<file path="src/rtl/irqc_pkg.sv">
package irqc_pkg;

    localparam int IRQC_NUM_SRC = 13;
    localparam int IRQC_AW      = 8;
    localparam int IRQC_DW      = 16;

    typedef struct packed {
        logic [2:0] level;
        logic [7:0] vector;
    } irq_out_t;

    // Power-up control byte for source n
    function automatic logic [7:0] ctrl_reset_val(input int n);
        logic [7:0] v;
        if (n >= 1 && n <= 7)       v = 8'(n * 4);
        else if (n == 8)            v = 8'h1C;
        else if (n >= 9 && n <= 11) v = 8'h80;
        else                        v = 8'h00;
        return v;
    endfunction

endpackage

</file>
<file path="src/rtl/irqc_regs.sv">
module irqc_regs
    import irqc_pkg::*;
#(
    parameter int          NUM_SRC   = IRQC_NUM_SRC,
    parameter int          AW        = IRQC_AW,
    parameter int          DW        = IRQC_DW,
    parameter int          CTRL_BASE = 'h13,
    parameter int          MASK_ADDR = 'h36,
    parameter int          PEND_ADDR = 'h3A,
    parameter int          WDV_ADDR  = 'h42,
    parameter int          U0V_ADDR  = 'h44,
    parameter int          U1V_ADDR  = 'h45,
    parameter logic [15:0] MASK_RST  = 16'h3FFE,
    parameter logic [7:0]  VEC_RST   = 8'h0F
) (
    input  logic                    clk,
    input  logic                    rst_n,
    input  logic                    wr_en,
    input  logic [AW-1:0]           addr,
    input  logic [DW-1:0]           wr_data,
    output logic [DW-1:0]           rd_data,
    input  logic [NUM_SRC:1]        pend,
    output logic [NUM_SRC:0][7:0]   ctrl,
    output logic [DW-1:0]           mask,
    output logic [7:0]              wdv,
    output logic [7:0]              u0v,
    output logic [7:0]              u1v
);

    typedef struct packed {
        logic [NUM_SRC:0][7:0] ctrl;
        logic [DW-1:0]         mask;
        logic [7:0]            wdv;
        logic [7:0]            u0v;
        logic [7:0]            u1v;
    } regs_t;

    regs_t st_d, st_q;

    always_comb begin
        st_d = st_q;
        if (wr_en) begin
            for (int n = 1; n <= NUM_SRC; n++) begin
                if (addr == AW'(CTRL_BASE + n)) st_d.ctrl[n] = wr_data[7:0];
            end
            if (addr == AW'(MASK_ADDR)) st_d.mask = wr_data;
            if (addr == AW'(WDV_ADDR))  st_d.wdv  = wr_data[7:0];
            if (addr == AW'(U0V_ADDR))  st_d.u0v  = wr_data[7:0];
            if (addr == AW'(U1V_ADDR))  st_d.u1v  = wr_data[7:0];
        end
        st_d.ctrl[0] = 8'h00;
    end

    always_ff @(posedge clk or negedge rst_n) begin
        if (!rst_n) begin
            for (int n = 0; n <= NUM_SRC; n++) st_q.ctrl[n] <= ctrl_reset_val(n);
            st_q.mask <= DW'(MASK_RST);
            st_q.wdv  <= VEC_RST;
            st_q.u0v  <= VEC_RST;
            st_q.u1v  <= VEC_RST;
        end else begin
            st_q <= st_d;
        end
    end

    always_comb begin
        rd_data = '0;
        for (int n = 1; n <= NUM_SRC; n++) begin
            if (addr == AW'(CTRL_BASE + n)) rd_data[7:0] = st_q.ctrl[n];
        end
        if (addr == AW'(MASK_ADDR)) rd_data = st_q.mask;
        if (addr == AW'(PEND_ADDR)) rd_data[NUM_SRC:0] = {pend, 1'b0};
        if (addr == AW'(WDV_ADDR))  rd_data[7:0] = st_q.wdv;
        if (addr == AW'(U0V_ADDR))  rd_data[7:0] = st_q.u0v;
        if (addr == AW'(U1V_ADDR))  rd_data[7:0] = st_q.u1v;
    end

    assign ctrl = st_q.ctrl;
    assign mask = st_q.mask;
    assign wdv  = st_q.wdv;
    assign u0v  = st_q.u0v;
    assign u1v  = st_q.u1v;

endmodule

</file>
<file path="src/rtl/irqc_arbiter.sv">
module irqc_arbiter
    import irqc_pkg::*;
#(
    parameter int NUM_SRC = IRQC_NUM_SRC,
    localparam int IW     = $clog2(NUM_SRC + 1)
) (
    input  logic [NUM_SRC:1]      pend,
    input  logic [NUM_SRC:1]      mask_bits,
    input  logic [NUM_SRC:0][7:0] ctrl,
    output logic [IW-1:0]         win_idx,
    output logic [4:0]            win_code
);

    logic [NUM_SRC:1] active;

    for (genvar g = 1; g <= NUM_SRC; g++) begin : g_act
        assign active[g] = pend[g] & ~mask_bits[g];
    end

    // Ascending scan; only a strictly larger code displaces the holder
    always_comb begin
        win_idx  = '0;
        win_code = '0;
        for (int i = 1; i <= NUM_SRC; i++) begin
            if (active[i] && (ctrl[i][4:0] > win_code)) begin
                win_code = ctrl[i][4:0];
                win_idx  = IW'(i);
            end
        end
    end

endmodule

</file>
<file path="src/rtl/irqc_vecgen.sv">
module irqc_vecgen
    import irqc_pkg::*;
#(
    parameter int         NUM_SRC   = IRQC_NUM_SRC,
    parameter int         WDOG_SRC  = 8,
    parameter int         U0_SRC    = 12,
    parameter int         U1_SRC    = 13,
    parameter int         AUTO_BASE = 24,
    parameter int         MIN_CODE  = 4,
    parameter logic [7:0] DFLT_VEC  = 8'h0F,
    localparam int        IW        = $clog2(NUM_SRC + 1)
) (
    input  logic [IW-1:0]         win_idx,
    input  logic [4:0]            win_code,
    input  logic [NUM_SRC:0][7:0] ctrl,
    input  logic [7:0]            wdv,
    input  logic [7:0]            u0v,
    input  logic [7:0]            u1v,
    output irq_out_t              out
);

    logic [7:0] sel;

    always_comb begin
        sel = ctrl[win_idx];
        out = '0;
        if (win_code >= 5'(MIN_CODE)) begin
            out.level = sel[4:2];
            if (sel[7]) begin
                out.vector = 8'(AUTO_BASE) + {5'b0, sel[4:2]};
            end else if (win_idx == IW'(WDOG_SRC)) begin
                out.vector = wdv;
            end else if (win_idx == IW'(U0_SRC)) begin
                out.vector = u0v;
            end else if (win_idx == IW'(U1_SRC)) begin
                out.vector = u1v;
            end else begin
                out.vector = DFLT_VEC;
            end
        end
    end

endmodule

</file>
<file path="src/rtl/irq_vec_arbiter.sv">
module irq_vec_arbiter
    import irqc_pkg::*;
#(
    parameter int NUM_SRC = IRQC_NUM_SRC,
    parameter int AW      = IRQC_AW,
    parameter int DW      = IRQC_DW
) (
    input  logic               clk,
    input  logic               rst_n,
    input  logic               reg_wr_en,
    input  logic [AW-1:0]      reg_addr,
    input  logic [DW-1:0]      reg_wr_data,
    output logic [DW-1:0]      reg_rd_data,
    input  logic [NUM_SRC:1]   irq_req,
    output logic [2:0]         cpu_level,
    output logic [7:0]         cpu_vector
);

    localparam int IW = $clog2(NUM_SRC + 1);

    logic [NUM_SRC:0][7:0] ctrl_w;
    logic [DW-1:0]         mask_w;
    logic [7:0]            wdv_w, u0v_w, u1v_w;
    logic [IW-1:0]         win_idx_w;
    logic [4:0]            win_code_w;
    irq_out_t              next_w;
    irq_out_t              out_d, out_q;

    irqc_regs #(.NUM_SRC(NUM_SRC), .AW(AW), .DW(DW)) regs_i (
        .clk     (clk),
        .rst_n   (rst_n),
        .wr_en   (reg_wr_en),
        .addr    (reg_addr),
        .wr_data (reg_wr_data),
        .rd_data (reg_rd_data),
        .pend    (irq_req),
        .ctrl    (ctrl_w),
        .mask    (mask_w),
        .wdv     (wdv_w),
        .u0v     (u0v_w),
        .u1v     (u1v_w)
    );

    irqc_arbiter #(.NUM_SRC(NUM_SRC)) arb_i (
        .pend      (irq_req),
        .mask_bits (mask_w[NUM_SRC:1]),
        .ctrl      (ctrl_w),
        .win_idx   (win_idx_w),
        .win_code  (win_code_w)
    );

    irqc_vecgen #(.NUM_SRC(NUM_SRC)) vec_i (
        .win_idx  (win_idx_w),
        .win_code (win_code_w),
        .ctrl     (ctrl_w),
        .wdv      (wdv_w),
        .u0v      (u0v_w),
        .u1v      (u1v_w),
        .out      (next_w)
    );

    always_comb begin
        out_d = next_w;
    end

    always_ff @(posedge clk or negedge rst_n) begin
        if (!rst_n) out_q <= '0;
        else        out_q <= out_d;
    end

    assign cpu_level  = out_q.level;
    assign cpu_vector = out_q.vector;

endmodule

</file>
<file path="config.mk">
export PLATFORM = sky130hd
export DESIGN_NAME = irq_vec_arbiter
export DESIGN_NICKNAME = d
export VERILOG_FILES = /design/src/rtl/irqc_pkg.sv /design/src/rtl/irqc_regs.sv /design/src/rtl/irqc_arbiter.sv /design/src/rtl/irqc_vecgen.sv /design/src/rtl/irq_vec_arbiter.sv
export SDC_FILE = /design/constraint.sdc
export NUM_CORES = 1
export LEC_CHECK = 0
export CORE_MARGIN = 3
export CORE_UTILIZATION = 53
export DETAILED_ROUTE_END_ITERATION = 16
export DONT_BUFFER_PORTS = 1
export GPL_TIMING_DRIVEN = 0
export PLACE_DENSITY_LB_ADDON = 0.1
export RECOVER_POWER = 25
export SYNTH_ARGS = -nofsm -noshare
export SYNTH_HDL_FRONTEND = slang
export SYNTH_HIERARCHICAL = 1
export SYNTH_SLANG_ARGS = --single-unit
</file>
<file path="constraint.sdc">
create_clock -name clk -period 29.6 [get_ports clk]
set_clock_uncertainty 0.2 [all_clocks]
set_input_delay 5.92 -clock clk [delete_from_list [all_inputs] [get_ports clk]]
set_output_delay 5.92 -clock clk [all_outputs]
set_load 0.02 [all_outputs]
</file>
==> results <==
- For hold timing, the worst endpoint is regs_i/mask[14]$_DFFE_PN0P_.
- The static power due to leakage is 5.39 nW.
- Detailed placement ended at an HPWL of 28,000 um.
- Counting instances, the worst hold path has a depth of 1.
- The share of layout cells above drive strength 1 is 30.7%.
- The number of top-level pins is 67.
- The synthesized area per cell is 10.2 um^2.
- The number of buffers and inverters on the critical path is 12.
- The final max-slew violation count is 0.
- The initial cell density of the core is 54.2%.
- Counting cells, the worst reg-to-reg path comes to 106.
- By instance count, the cell type seen most on the critical path is sky130_fd_sc_hd__ha_1.
- The data arrival at the endpoint of the critical path is 28.41 ns.
- For this block, the via count after detailed routing is 9,628.
- The kind of cell adding the most delay to the critical path is compound AO/OA/AOI/OAI gates.
- For the finished layout, the period the worst path requires is 28.26 ns.
- The sequential cell area is 0.00393 mm^2.
- In the final design database the tool counted 1,236 nets.
- The flow ran to the end, and the final reports show no timing, DRC or antenna violations.
- The library cells used most frequently in the layout, excluding fill and tap cells, are 157 x sky130_fd_sc_hd__mux2_2, 112 x sky130_fd_sc_hd__dfrtp_1, 65 x sky130_fd_sc_hd__inv_1.
- The detailed-route DRC error count is 0.
- Across every metal layer, demand over resource in global routing totals 32.0%.
- The clock insertion delay at the later pin of the skew report is 0.44 ns.
- The final total power is 1.42 mW.
- The kind of critical path is input pin to register.
- For this run, the slowest stage of the critical path takes 0.54 ns.
- Summed over all layers, the global routing overflow is 0.
- The portion of the clock cycle consumed by the worst path in the final layout is 95.5%.
- The count of H-tree levels built during CTS is 4.
- The standard cell core area is 0.0212 mm^2.
- The data required time of the critical path is 29.75 ns.
- The first global-routing pass estimated 57,700 um of wire.
- Relative to the synthesized area, the layout overhead comes to 9.67%.
- The most frequent standard cell in the layout excluding fill and tap cells is sky130_fd_sc_hd__mux2_2.
- The count of fill cells added during filler insertion is 1,829.
- Once placement finished, the instance area stood at 0.0118 mm^2.
- At the end of routability-driven placement, the weighted congestion stood at 0.977.
- In this run the power density over the cells is 113 mW/mm^2.
- The repair_antennas step left the layout with diodes totalling 0.
- In the final layout, the multi-input gates occupy 0.00710 mm^2.
- The setup slack at placement is -1.03 ns.
- Measured along the x axis, the die boundary spans 153 um.
- The total detailed-routing wirelength is 38,000 um.
- In this run the remaining antenna-violating nets after routing total 0.
- The worst register-to-register path has a setup slack of 6.44 ns.
- The cell area that synthesis handed to floorplanning was 0.0115 mm^2.
- The clock transition time at the flip-flop clock pins of the worst setup and hold paths is 0.07 ns.
- The worst reg2reg path endpoint is cpu_vector[2]$_DFF_PN0_.
- The area of the die is 0.0234 mm^2.
- Synthesis produced 1,119 cells.
- The number of core rows is 53.
- TritonCTS created 17 clock buffers.
- The launch instance of the worst register-to-register path is regs_i/mask[1]$_DFFE_PN1P_.
- The worst pin sits at a relative slew slack of 18.7%.
- The detailed-route vias per instance is 6.69.
- The die height is 153 um.
- Setup violations remaining at the end of the flow were counted as 0.
- The longest clock path from root to sink contains 2 buffers.
- TritonCTS built the clock tree.
- The count of yosys warnings during synthesis is 6.
- Once layout is done, the placed cells without fillers occupy 0.0126 mm^2.
- The initial antenna violation count is 0.
- The highest ir drop seen on vdd is 0.0000847 V.
- CTS placed an instance of sky130_fd_sc_hd__clkbuf_16 at the clock tree root.
- At the pin with the least slew margin, the transition time is 1.21 ns.
- The startpoint type of the worst setup path is an input pin.
- The routed wirelength normalized by instance count is 26.4 um.
- In this run the worst path has a maximum fanout of 10.
- CTS saw 155 sinks.
- The number of endpoints with negative hold slack in the final report is 0.
- The path class of the tightest hold or removal check is register to register.
- The worst hold path begins at regs_i/mask[14]$_DFFE_PN0P_.
- The category of the worst setup path capture point is a register.
- The detailed router's first-iteration violation count is 958.
- After layout, the worst setup slack is 1.34 ns.
- The length of the first detailed-routing pass in iterations is 9.
- The quantity of I/O buffers inserted on ports is 0.
- The via count of the first global-routing pass is 9,436.
- On the critical path, the stage with the largest delay is an instance of sky130_fd_sc_hd__or4_1.
- The highest achievable clock rate is 35.4 MHz.
- Entering global routing, the biggest net connects 156 pins.
- Max-cap violations in this run came to 0.
- The number of buffers inserted by hold repair at cts is 0.
## sequential cells by signal (all words and copies together) (netlist names)
name	cells
regs_i/u0v	8
cpu_level	3
regs_i/u1v	8
regs_i/mask	16
regs_i/wdv	8
cpu_vector	8
regs_i/ctrl	104
## report_power, final
part / switching [mW] / internal [mW] / total [mW]
registers: 0.0192 / 0.232 / 0.251
logic: 0.553 / 0.390 / 0.943
clock network: 0.107 / 0.114 / 0.221
## per-stage QoR
stage / TNS (ns) / hold slack [ns] / std cells / utilization (%)
after global routing: -0.222 / 0.320 / 1440 / 59.4
after CTS: 0 / 0.302 / 1429 / 58.8
after floorplan: 0 / 0.271 / 1122 / -
final: 0 / 0.298 / 1440 / 59.4
after detailed placement: -8.40 / 0.284 / 1397 / 55.9
after global placement: -5.75 / 0.279 / 1397 / 55.9
## worst max-delay path by stage
stage	to	from	slack, ns	depth (start not counted)
detailed placement	cpu_vector[2]$_DFF_PN0_	irq_req[1]	-1.03	105
global placement	cpu_vector[2]$_DFF_PN0_	irq_req[1]	-0.78	105
floorplan	cpu_vector[0]$_DFF_PN0_	irq_req[1]	3.00	107
CTS	cpu_vector[2]$_DFF_PN0_	irq_req[1]	0.03	106
finish	cpu_vector[2]$_DFF_PN0_	irq_req[1]	1.34	106
global route	cpu_vector[2]$_DFF_PN0_	irq_req[1]	-0.08	107
## per-layer routing
layer | global-route usage [%] | vias up | share of wire (%) | wire length (um)
li1 | - | 4287 | - | -
met1 | 42.8 | 4751 | 42 | 16000
met2 | 49.9 | 468 | 45 | 17200
met3 | 8.30 | 120 | 8.3 | 3180
met4 | 12.3 | 2 | 4.0 | 1510
met5 | 1.45 | - | 0.13 | 50
## cell type report
cell class	instances	area share [%]
plain buffers	55	2.16
clock inverters	15	1.35
clock buffers	17	3.38
flip-flops and latches	155	31.3
repair buffers	11	0.657
multi-input cells	847	56.5
well taps	275	2.74
inverters	65	1.94
## worst register-to-register path, delay by kind of cell, from the launching register on
| kind | cells | cell delay, ns |
|---|---|---|
| buffers and inverters | 12 | 1.65 |
| AO/OA/AOI/OAI | 41 | 8.71 |
| adder cells (fa/ha/maj) | 13 | 3.57 |
| flip-flops | 1 | 0.39 |
| AND/OR/NAND/NOR | 30 | 5.27 |
| multiplexers | 10 | 3.30 |
## repair_timing
action | in CTS | in global routing
buffers inserted | 0 | 11
resized for setup | 3 | 15
pin swaps | 0 | 4
setup endpoints to repair | 11 | 11
Power figures use the tool's default switching activity.
